[src/rtl/dp_rp_pkg.sv]
package dp_rp_pkg;

  typedef enum logic [1:0] {
    RM_NEAR = 2'd0,
    RM_ZERO = 2'd1,
    RM_UP   = 2'd2,
    RM_DOWN = 2'd3
  } rmode_e;

  // Increment to add at the guard position; low holds mantissa bits 3..0.
  function automatic logic [3:0] rnd_inc(input logic sign, input rmode_e mode,
                                         input logic [3:0] low);
    logic [3:0] inc;
    inc = 4'd0;
    if (|low[2:0]) begin
      case (mode)
        RM_NEAR: inc = low[3] ? 4'd4 : 4'd3;
        RM_ZERO: inc = 4'd0;
        RM_UP:   inc = sign ? 4'd0 : 4'd8;
        RM_DOWN: inc = sign ? 4'd8 : 4'd0;
        default: inc = 4'd0;
      endcase
    end
    return inc;
  endfunction

endpackage

[src/rtl/dp_rp_tiny.sv]
module dp_rp_tiny
  import dp_rp_pkg::*;
#(
  parameter int FRAC_W = 52,
  parameter int EXPF_W = 11,
  parameter int EXP_W  = 13
) (
  input  logic                          sign_i,
  input  rmode_e                        mode_i,
  input  logic signed [EXP_W-1:0]       exp_i,
  input  logic        [FRAC_W+3:0]      mant_i,
  output logic signed [EXP_W:0]         exp_o,
  output logic        [FRAC_W+3:0]      mant_o,
  output logic                          tiny_o,
  output logic                          edge_o
);
  localparam int MANT_W = FRAC_W + 4;
  localparam int XW     = EXP_W + 1;
  localparam int BIAS   = (1 << (EXPF_W - 1)) - 1;
  localparam int EMIN   = 1 - BIAS;
  localparam int SHW    = $clog2(MANT_W + 1);
  localparam logic signed [XW-1:0] EMIN_X = XW'(EMIN);
  localparam logic signed [XW-1:0] MW_X   = XW'(MANT_W);

  logic signed [XW-1:0] e_ext, deficit;
  logic [MANT_W:0]      rsum;
  logic [SHW-1:0]       sh;
  logic [MANT_W-1:0]    lost_mask, shifted;
  logic                 saturate, sticky;

  assign e_ext   = {exp_i[EXP_W-1], exp_i};
  assign rsum    = {1'b0, mant_i} + {{(MANT_W-3){1'b0}}, rnd_inc(sign_i, mode_i, mant_i[3:0])};
  assign tiny_o  = e_ext < EMIN_X;
  assign edge_o  = tiny_o && (e_ext == EMIN_X - XW'(1)) && rsum[MANT_W];
  assign deficit = EMIN_X - e_ext;
  assign saturate = deficit > MW_X;
  assign sh      = deficit[SHW-1:0];
  assign lost_mask = ~({MANT_W{1'b1}} << sh);
  assign sticky  = |(mant_i & lost_mask);

  always_comb begin
    if (saturate) shifted = {{(MANT_W-1){1'b0}}, |mant_i};
    else          shifted = (mant_i >> sh) | {{(MANT_W-1){1'b0}}, sticky};
  end

  always_comb begin
    mant_o = mant_i;
    exp_o  = e_ext;
    if (edge_o) begin
      mant_o = {rsum[MANT_W:4], 3'b000};
      exp_o  = EMIN_X;
    end else if (tiny_o) begin
      mant_o = shifted;
      exp_o  = EMIN_X;
    end
  end
endmodule

[src/rtl/dp_rp_round.sv]
module dp_rp_round
  import dp_rp_pkg::*;
#(
  parameter int FRAC_W = 52,
  parameter int EXP_W  = 13
) (
  input  logic                     sign_i,
  input  rmode_e                   mode_i,
  input  logic signed [EXP_W:0]    exp_i,
  input  logic        [FRAC_W+3:0] mant_i,
  output logic signed [EXP_W:0]    exp_o,
  output logic        [FRAC_W:0]   frac_o,
  output logic                     inexact_o,
  output logic                     tiny_ix_o
);
  localparam int MANT_W = FRAC_W + 4;
  localparam int XW     = EXP_W + 1;

  logic [MANT_W:0] rsum;
  logic            carry;

  assign rsum      = {1'b0, mant_i} + {{(MANT_W-3){1'b0}}, rnd_inc(sign_i, mode_i, mant_i[3:0])};
  assign carry     = rsum[MANT_W];
  assign inexact_o = |mant_i[2:0];
  assign tiny_ix_o = inexact_o && !mant_i[MANT_W-1];
  assign frac_o    = carry ? rsum[MANT_W:4] : rsum[MANT_W-1:3];
  assign exp_o     = exp_i + {{(XW-1){1'b0}}, carry};
endmodule

[src/rtl/dp_rp_pack.sv]
module dp_rp_pack
  import dp_rp_pkg::*;
#(
  parameter int FRAC_W = 52,
  parameter int EXPF_W = 11,
  parameter int EXP_W  = 13
) (
  input  logic                       sign_i,
  input  rmode_e                     mode_i,
  input  logic                       flush_en_i,
  input  logic                       unf_mask_i,
  input  logic                       tiny_i,
  input  logic                       edge_i,
  input  logic signed [EXP_W:0]      exp_i,
  input  logic        [FRAC_W:0]     frac_i,
  input  logic                       inexact_i,
  input  logic                       tiny_ix_i,
  output logic [FRAC_W+EXPF_W:0]     result_o,
  output logic                       inexact_o,
  output logic                       underflow_o,
  output logic                       overflow_o
);
  localparam int XW   = EXP_W + 1;
  localparam int BIAS = (1 << (EXPF_W - 1)) - 1;
  localparam logic signed [XW-1:0] EMAX_X = XW'(BIAS);
  localparam logic signed [XW-1:0] BIAS_X = XW'(BIAS);

  logic                 flush, over, toward_sign;
  logic signed [XW-1:0] biased;

  assign flush  = tiny_i && flush_en_i;
  assign over   = !flush && (exp_i > EMAX_X);
  assign biased = exp_i + BIAS_X;
  // Mode directs magnitude away from zero for this sign.
  assign toward_sign = (mode_i == RM_UP && !sign_i) || (mode_i == RM_DOWN && sign_i);

  always_comb begin
    result_o    = {sign_i, {EXPF_W{1'b0}}, frac_i[FRAC_W-1:0]};
    inexact_o   = inexact_i || edge_i;
    underflow_o = tiny_ix_i || (!frac_i[FRAC_W] && unf_mask_i);
    overflow_o  = 1'b0;
    if (flush) begin
      result_o    = {sign_i, {EXPF_W{1'b0}}, {(FRAC_W-1){1'b0}}, toward_sign};
      inexact_o   = 1'b1;
      underflow_o = 1'b1;
    end else if (over) begin
      overflow_o  = 1'b1;
      inexact_o   = 1'b1;
      underflow_o = 1'b0;
      if (mode_i == RM_NEAR || toward_sign)
        result_o = {sign_i, {EXPF_W{1'b1}}, {FRAC_W{1'b0}}};
      else
        result_o = {sign_i, {(EXPF_W-1){1'b1}}, 1'b0, {FRAC_W{1'b1}}};
    end else if (frac_i[FRAC_W]) begin
      result_o = {sign_i, biased[EXPF_W-1:0], frac_i[FRAC_W-1:0]};
    end
  end
endmodule

[src/rtl/dp_round_pack.sv]
module dp_round_pack
  import dp_rp_pkg::*;
#(
  parameter int FRAC_W = 52,
  parameter int EXPF_W = 11,
  parameter int EXP_W  = 13
) (
  input  logic                        clk,
  input  logic                        rst_n,
  input  logic                        in_valid,
  input  logic                        in_sign,
  input  logic signed [EXP_W-1:0]     in_exp,
  input  logic [FRAC_W+3:0]           in_mant,
  input  logic [1:0]                  in_mode,
  input  logic                        flush_en,
  input  logic                        unf_mask,
  output logic                        out_valid,
  output logic [FRAC_W+EXPF_W:0]      out_result,
  output logic                        out_inexact,
  output logic                        out_underflow,
  output logic                        out_overflow
);
  localparam int MANT_W = FRAC_W + 4;
  localparam int XW     = EXP_W + 1;
  localparam int RES_W  = FRAC_W + EXPF_W + 1;

  logic [1:0] rst_pipe;
  logic       rst_q_n;
  rmode_e     mode;

  always_ff @(posedge clk or negedge rst_n) begin
    if (!rst_n) rst_pipe <= 2'b00;
    else        rst_pipe <= {rst_pipe[0], 1'b1};
  end
  assign rst_q_n = rst_pipe[1];
  assign mode    = rmode_e'(in_mode);

  logic signed [XW-1:0] t_exp, r_exp;
  logic [MANT_W-1:0]    t_mant;
  logic                 t_tiny, t_edge, r_ix, r_tix;
  logic [FRAC_W:0]      r_frac;
  logic [RES_W-1:0]     pk_result;
  logic                 pk_ix, pk_uf, pk_ov;

  dp_rp_tiny #(.FRAC_W(FRAC_W), .EXPF_W(EXPF_W), .EXP_W(EXP_W)) i_tiny (
    .sign_i(in_sign), .mode_i(mode), .exp_i(in_exp), .mant_i(in_mant),
    .exp_o(t_exp), .mant_o(t_mant), .tiny_o(t_tiny), .edge_o(t_edge));

  dp_rp_round #(.FRAC_W(FRAC_W), .EXP_W(EXP_W)) i_round (
    .sign_i(in_sign), .mode_i(mode), .exp_i(t_exp), .mant_i(t_mant),
    .exp_o(r_exp), .frac_o(r_frac), .inexact_o(r_ix), .tiny_ix_o(r_tix));

  dp_rp_pack #(.FRAC_W(FRAC_W), .EXPF_W(EXPF_W), .EXP_W(EXP_W)) i_pack (
    .sign_i(in_sign), .mode_i(mode), .flush_en_i(flush_en), .unf_mask_i(unf_mask),
    .tiny_i(t_tiny), .edge_i(t_edge), .exp_i(r_exp), .frac_i(r_frac),
    .inexact_i(r_ix), .tiny_ix_i(r_tix),
    .result_o(pk_result), .inexact_o(pk_ix), .underflow_o(pk_uf), .overflow_o(pk_ov));

  logic [RES_W-1:0] res_d, res_q;
  logic             vld_d, vld_q, ix_d, ix_q, uf_d, uf_q, ov_d, ov_q;

  always_comb begin
    vld_d = in_valid;
    res_d = res_q;
    ix_d  = ix_q;
    uf_d  = uf_q;
    ov_d  = ov_q;
    if (in_valid) begin
      res_d = pk_result;
      ix_d  = pk_ix;
      uf_d  = pk_uf;
      ov_d  = pk_ov;
    end
  end

  always_ff @(posedge clk or negedge rst_q_n) begin
    if (!rst_q_n) begin
      vld_q <= 1'b0;
      res_q <= '0;
      ix_q  <= 1'b0;
      uf_q  <= 1'b0;
      ov_q  <= 1'b0;
    end else begin
      vld_q <= vld_d;
      res_q <= res_d;
      ix_q  <= ix_d;
      uf_q  <= uf_d;
      ov_q  <= ov_d;
    end
  end

  assign out_valid     = vld_q;
  assign out_result    = res_q;
  assign out_inexact   = ix_q;
  assign out_underflow = uf_q;
  assign out_overflow  = ov_q;
endmodule

[config.mk]
export PLATFORM = sky130hd
export DESIGN_NAME = dp_round_pack
export DESIGN_NICKNAME = d
export VERILOG_FILES = /design/src/rtl/dp_rp_pkg.sv /design/src/rtl/dp_rp_tiny.sv /design/src/rtl/dp_rp_round.sv /design/src/rtl/dp_rp_pack.sv /design/src/rtl/dp_round_pack.sv
export SDC_FILE = /design/constraint.sdc
export NUM_CORES = 1
export LEC_CHECK = 0
export BUFFER_PORTS_ARGS = -buffer_cell sky130_fd_sc_hd__buf_2
export CORE_MARGIN = 5
export CORE_UTILIZATION = 41
export CTS_CLUSTER_DIAMETER = 100
export CTS_CLUSTER_SIZE = 40
export DETAILED_ROUTE_END_ITERATION = 10
export PLACE_DENSITY = 0.61
export SLEW_MARGIN = 20
export SYNTH_ARGS = -nofsm -noshare
export SYNTH_HDL_FRONTEND = slang
export SYNTH_SLANG_ARGS = --single-unit
[constraint.sdc]
create_clock -name clk -period 4.3 [get_ports clk]
set_input_delay 0.43 -clock clk [delete_from_list [all_inputs] [get_ports clk]]
set_output_delay 0.43 -clock clk [all_outputs]
set_load 0.01 [all_outputs]
==> impl_metrics.json, run 1 <==
{
  "initial_core_util": 0.4163,
  "drc_errors": 0,
  "drive_above_1_share": 0.4911,
  "ys_types": 102,
  "ys_ff_latch": 70,
  "h-tree-depth": 3,
  "root_buffer": "clkbuf_16",
  "yosysTopAreaCell": "dfrtp_1",
  "synth-edff-count": 0,
  "clkPwrFrac": 0.189,
  "fin_hold_ws_ns": 0.1369,
  "place_ws_ns": -3.131,
  "fin_crit_sh": 1.605,
  "swShare": 0.4281,
  "slowest_stage": "or4_4",
  "cts_tree": "yes",
  "drt-initial-drc-count": 2287,
  "path_class": "in -> reg",
  "track_usage": 0.4238,
  "synth_compound_area_frac": 0.2704,
  "cts_buffers": 9,
  "seq_area_frac_synth": 0.1511,
  "tightest_slew_ns": 1.084,
  "die_x_um": 178.2,
  "grt_pass1_wl_um": 100300,
  "critPathArrivalTime_ns": 7.15,
  "power_frac_seq": 0.181,
  "synthCells": 1465,
  "critPathMaxFanout": 7,
  "place_hpwl_um": 55270,
  "power_density_nw_per_um2": 253.6,
  "drtAntennaViolNets": 0,
  "netlist.area_leader.share": 0.1511,
  "worst_slack_ns": -2.601,
  "p_switching_mw": 1.966,
  "synth_warnings": 0,
  "setup_viol": 66,
  "port_buffers": 144,
  "synthArstFlopShare": 1.000,
  "rows": 61,
  "synth_nets": 1557,
  "violations": "negative setup slack",
  "setup-tns-final_ns": -163.20,
  "period_needed_ns": 6.901,
  "area_delta_synth_final_pct": 56.17,
  "routabilityCongestion": 1.134,
  "nets": 2174,
  "grt_max_degree": 57,
  "syn_avg_cell_area_um2": 7.915,
  "grt-ovfl-total": 0,
  "vias": 16180,
  "slew_viol_final": 0,
  "rsz0062_at_grt": "yes",
  "ios": 145,
  "endpoint_kind": "flop",
  "status": "complete, but fails checks",
  "maxSlewHeadroom": 0.2775,
  "drt-total-wl_um": 71100,
  "muxShareOfSynthArea": 0.2283,
  "firstDrtPassIters": 10,
  "synth_fa_ha_area_frac": 0.01618,
  "final_hold_viol_count": 0,
  "cts_max_path_buffers": 2,
  "slowest_delay_ns": 0.55,
  "finish.utilization": 0.6501,
  "dieArea_um2": 31750,
  "start_kind": "input pin",
  "maxCapViolCount": 0,
  "die_h_um": 178.2,
  "cts_sinks": 70,
  "core_area_um2": 27860,
  "hold_path_class": "reg -> async",
  "clk_latency_ns": 0.34,
  "internal_power_mw": 2.627,
  "grt_pass1_vias": 15490,
  "clkTransAtPathRegs_ns": 0.06,
  "synth_common_cells": "nand2_1 (120), nor2_1 (114), a21oi_1 (102), o21ai_0 (91), mux2i_1 (89)",
  "synth_top_family_by_area": "compound AO/OA/AOI/OAI gates",
  "post-synth-top-count-cell": "nand2_1",
  "pwr-share-comb": 0.630,
  "ir_drop_uv": 197.9,
  "clock-skew-final_ns": 0.007279,
  "synth_area_leaders": "dfrtp_1 (15%), mux4_2 (8.4%), mux2i_1 (7.7%)",
  "syn_area_um2": 11600,
  "antenna_found_initial": 6,
  "critPathRequiredTime_ns": 4.55,
  "detail_route.vias_per_cell": 6.557,
  "ys.flop_type": "dfrtp_1",
  "p_leak_nw": 8.058,
  "yosys.area_share.simple": 0.2242,
  "total_power_mw": 4.593,
  "timing.fmax_mhz": 144.9,
  "detail_route.wl_per_cell_um": 28.81,
  "synthXorXnorAreaFrac": 0.04068
}
## worst max-delay path: cells and delay by family
| family | cells | cell delay, ns |
|---|---|---|
| xor gates and xnor gates | 1 | 0.31 |
| and+or+nand+nor | 17 | 3.28 |
| buffers and inverters | 9 | 1.18 |
| AOI/OAI and AO/OA | 7 | 1.27 |
| adders and majority gates | 3 | 0.64 |
## final timing paths
| kind | startpoint | end | slack (ns) | depth (start not counted) |
|---|---|---|---|---|
| worst max-delay path | in_exp[1] | out_result[11] | -2.60 | 37 |
| worst min-delay path | rst_pipe[1] | out_result[26] | 0.14 | 0 |
| worst max register to register | rst_pipe[1] | out_inexact | 3.17 | 1 |
| worst min register to register | rst_pipe[1] | out_result[26] | 0.14 | 0 |
| min in group clk | rst_pipe[0] | rst_pipe[1] | 0.36 | 0 |
| max in group asynchronous | rst_pipe[1] | out_inexact | 3.17 | 1 |
## area by class of cell
type / count / area [µm²]
antenna: 3 / 7.507
tap: 378 / 473.0
inverter: 25 / 115.1
sequential: 70 / 1753
multi-input combinational: 1218 / 9717
clock inverter: 7 / 121.4
timing repair buffer: 758 / 5698
fill: 2361 / 9748
clock buffer: 9 / 225.2
## power by group through the flow
stage               combinational [mW]  clock, mW  sequential (mW)
CTS                               2.72      0.858            0.825
floorplan                         1.26          0            0.881
detailed placement                2.62          0            0.832
global route                      2.99      0.893            0.839
global placement                  2.61          0            0.831
finish                            2.89      0.868            0.831
## stage by stage
stage | std cells | area [µm²]
final | 2468 | 18110
after global routing | 2466 | 18100
after CTS | 2450 | 17710
after detailed placement | 2400 | 16770
after global placement | 2400 | 16770
after floorplan | 1465 | 12030
## registers in the layout, indices dropped and copies added (netlist names)
signal	flops
out_inexact	1
out_result	64
rst_pipe	2
out_underflow	1
out_valid	1
out_overflow	1
## metal layers
layer | vias up | GRT usage | part of all wire
li1 | 6922 | - | -
met1 | 7776 | 0.5349 | 0.37
met2 | 1161 | 0.6454 | 0.42
met3 | 320 | 0.08499 | 0.10
met4 | 4 | 0.3022 | 0.097
met5 | - | 0 | 0.00042
## cells in the final DEF, fill, tap and decap left out, types with 19 or more instances in the layout
| cell | n |
|---|---|
| o21ai_1 | 33 |
| buf_2 | 142 |
| nor2_1 | 105 |
| nor4_1 | 23 |
| nor3_1 | 27 |
| mux4_2 | 43 |
| mux2i_1 | 86 |
| nand3_1 | 38 |
| nand2_1 | 114 |
| nand4_1 | 36 |
| buf_12 | 20 |
| a22oi_1 | 19 |
| mux2_2 | 63 |
| o22ai_1 | 23 |
| xnor2_1 | 28 |
| a21oi_1 | 85 |
| and3_1 | 19 |
| o21ai_0 | 56 |
| buf_4 | 577 |
| dfrtp_1 | 69 |
## logic make-up (layout without fill, tap and decap cells)
group                    Yosys count  in the layout
AO/OA/AOI/OAI                    453            453
XOR/XNOR                          53             53
adder cells (fa/ha/maj)           15             15
buffers and inverters            178            799
flip-flops                        70             70
multiplexers                     198            198
other                              1              4
AND/OR/NAND/NOR                  497            498
## what timing repair did
action,CTS,global route
hold endpoints to repair,2,0
hold buffers,1,0
gates cloned,3,5
pin swaps,39,52
endpoints found under the setup margin,66,66
resized for setup,78,54
buffers inserted,30,19
Power figures use the tool's default switching activity.
==> inputs of run 2 (changes only) <==
--- a/config.mk
+++ b/config.mk
@@ -5,6 +5,7 @@
 export SDC_FILE = /design/constraint.sdc
 export NUM_CORES = 1
 export LEC_CHECK = 0
+export ABC_AREA = 1
 export BUFFER_PORTS_ARGS = -buffer_cell sky130_fd_sc_hd__buf_2
 export CORE_MARGIN = 5
 export CORE_UTILIZATION = 41
==> impl_metrics.json, run 2 <==
{
  "cts_buffers": 9,
  "detail_route.vias_per_cell": 5.859,
  "synth_area_leaders": "nand2_1 (29%), nand3_1 (17%), dfrtp_1 (15%)",
  "most-common-layout-cells": "nand2_1 (845), buf_4 (663), nand3_1 (327)",
  "seq_area_frac_synth": 0.1517,
  "detail_route.wl_per_cell_um": 22.18,
  "worst_slack_ns": -2.174,
  "slowest_stage": "a221oi_4",
  "h-tree-depth": 3,
  "place_hpwl_um": 53390,
  "die_h_um": 177.8,
  "synth_compound_area_frac": 0.08497,
  "track_usage": 0.4365,
  "synthXorXnorAreaFrac": 0.01517,
  "drtAntennaViolNets": 0,
  "critPathArrivalTime_ns": 6.65,
  "synth_common_cells": "nand2_1 (893), nand3_1 (387), nor2_1 (202), inv_1 (134), o21ai_0 (73)",
  "ys_ff_latch": 70,
  "drive_above_1_share": 0.3878,
  "path_class": "in -> reg",
  "yosysTopAreaCell": "nand2_1",
  "area_delta_synth_final_pct": 68.44,
  "netlist.area_leader.share": 0.2903,
  "muxShareOfSynthArea": 0,
  "critPathRequiredTime_ns": 4.47,
  "drt-initial-drc-count": 3224,
  "largest_reg_flops": 64,
  "power_density_nw_per_um2": 224.1,
  "clock-skew-final_ns": 0.008055,
  "synth_fa_ha_area_frac": 0.01626,
  "grt_pass1_vias": 18460,
  "initial_core_util": 0.4156,
  "period_needed_ns": 6.474,
  "mostFrequentLayoutCell": "nand2_1",
  "port_buffers": 144,
  "fin_crit_sh": 1.506,
  "synth_warnings": 0,
  "firstDrtPassIters": 6,
  "maxCapViolCount": 0,
  "cts_sinks": 70,
  "final_cells": 3343,
  "slew_viol_final": 0,
  "grt_max_degree": 69,
  "synthArstFlopShare": 1.000,
  "place_ws_ns": -2.204,
  "core_area_um2": 27780,
  "dieArea_um2": 31610,
  "synthCells": 2191,
  "dpl.cell_count": 3197,
  "cts_max_path_buffers": 2,
  "synth_top_family_by_area": "simple AND/OR/NAND/NOR gates",
  "p_leak_nw": 10.31,
  "die_x_um": 177.8,
  "drt-total-wl_um": 74140,
  "drc_errors": 0,
  "ys.flop_type": "dfrtp_1",
  "syn_area_um2": 11540,
  "grt-ovfl-total": 0,
  "nets": 3050,
  "synth-edff-count": 0,
  "grt_pass1_wl_um": 106400,
  "syn_avg_cell_area_um2": 5.269,
  "rows": 61,
  "cts_tree": "yes",
  "vias": 19590,
  "synth_nets": 2283,
  "antenna_found_initial": 0,
  "routabilityCongestion": 1.167,
  "critPathMaxFanout": 12,
  "violations": "negative setup slack",
  "fillers": 2488,
  "maxSlewHeadroom": 0.4109,
  "start_kind": "input pin",
  "root_buffer": "clkbuf_16",
  "ys_types": 51,
  "ios": 145,
  "setup_viol": 66,
  "tightest_slew_ns": 0.8836,
  "slowest_delay_ns": 0.36,
  "post-synth-top-count-cell": "nand2_1",
  "clkTransAtPathRegs_ns": 0.07,
  "rsz0062_at_grt": "yes",
  "timing.fmax_mhz": 154.5,
  "ir_drop_uv": 246.0,
  "endpoint_kind": "flop",
  "final_hold_viol_count": 0,
  "status": "complete, but fails checks",
  "clk_latency_ns": 0.35,
  "hold_path_class": "in -> reg",
  "yosys.area_share.simple": 0.6236
}
==> run 2: final timing paths <==
kind	start	to	slack [ns]	cells after the start
worst max-delay path	in_exp[1]	out_result[47]	-2.17	44
worst min-delay path	in_valid	out_valid	0.32	1
worst min register to register	rst_pipe[0]	rst_pipe[1]	0.37	0
worst max register to register	rst_pipe[1]	out_result[51]	3.25	1
min in group asynchronous	rst_n	rst_pipe[0]	0.40	2
max in group asynchronous	rst_pipe[1]	out_result[51]	3.25	1
==> run 2: cell families after synthesis <==
| family | Yosys count |
|---|---|
| other | 1 |
| and+or+nand+nor | 1649 |
| AOI/OAI and AO/OA | 177 |
| adders and majority gates | 15 |
| buffers and inverters | 259 |
| xor gates and xnor gates | 20 |
| DFF | 70 |
==> run 2: final cells by class <==
| cell class | instances | area (µm²) | share of cell area |
|---|---|---|---|
| Timing Repair inverter | 1 | 11.26 | 0.0005791 |
| Multi-Input combinational cell | 1863 | 9552 | 0.4912 |
| Timing Repair Buffer | 860 | 6693 | 0.3442 |
| Clock buffer | 10 | 229.0 | 0.01177 |
| Inverter | 153 | 660.6 | 0.03397 |
| Sequential cell | 70 | 1753 | 0.09014 |
| Antenna cell | 2 | 5.005 | 0.0002574 |
| Clock inverter | 6 | 70.07 | 0.003603 |
| Tap cell | 378 | 473.0 | 0.02432 |
==> run 2: power breakdown <==
part / switching [mW] / internal [mW]
combinational: 1.62 / 1.17
sequential: 0.0536 / 0.742
clock: 0.318 / 0.454
total: 1.99 / 2.37
==> run 2: through the flow <==
stage | hold WS, ns | TNS (ns) | cell area (µm²) | power, mW | util
after floorplan | 0.1344 | -87.04 | 11820 | 1.900 | -
after global placement | 0.2149 | -130.48 | 16870 | 3.041 | 0.6072
after detailed placement | 0.2217 | -141.12 | 16870 | 3.060 | 0.6072
after CTS | 0.3010 | -87.57 | 18700 | 4.070 | 0.6730
after global routing | 0.3128 | -146.49 | 19440 | 4.533 | 0.6998
final | 0.3170 | -131.45 | 19450 | 4.357 | 0.7000
==> run 2: routing by layer <==
layer,vias up,global-route usage,part of all wire
li1,8690,-,-
met1,8885,0.5791,0.38
met2,1594,0.6692,0.41
met3,416,0.1240,0.14
met4,0,0.1734,0.066
met5,-,0,0
==> run 2: critical path: cells and delay by family <==
| kind | cells | cell delay [ns] |
|---|---|---|
| buffers and inverters | 9 | 1.16 |
| xor gates and xnor gates | 1 | 0.15 |
| and+or+nand+nor | 27 | 3.41 |
| AOI/OAI and AO/OA | 3 | 0.60 |
| adders and majority gates | 4 | 0.89 |
==> run 2: timing repair <==
| item | CTS | global route |
|---|---|---|
| resized for setup | 166 | 112 |
| setup buffers | 95 | 25 |
| endpoints found under the setup margin | 66 | 66 |
| hold buffers | 1 | 0 |
| cloned | 8 | 5 |
| endpoints found under the hold margin | 2 | 0 |
| pin swaps | 84 | 68 |
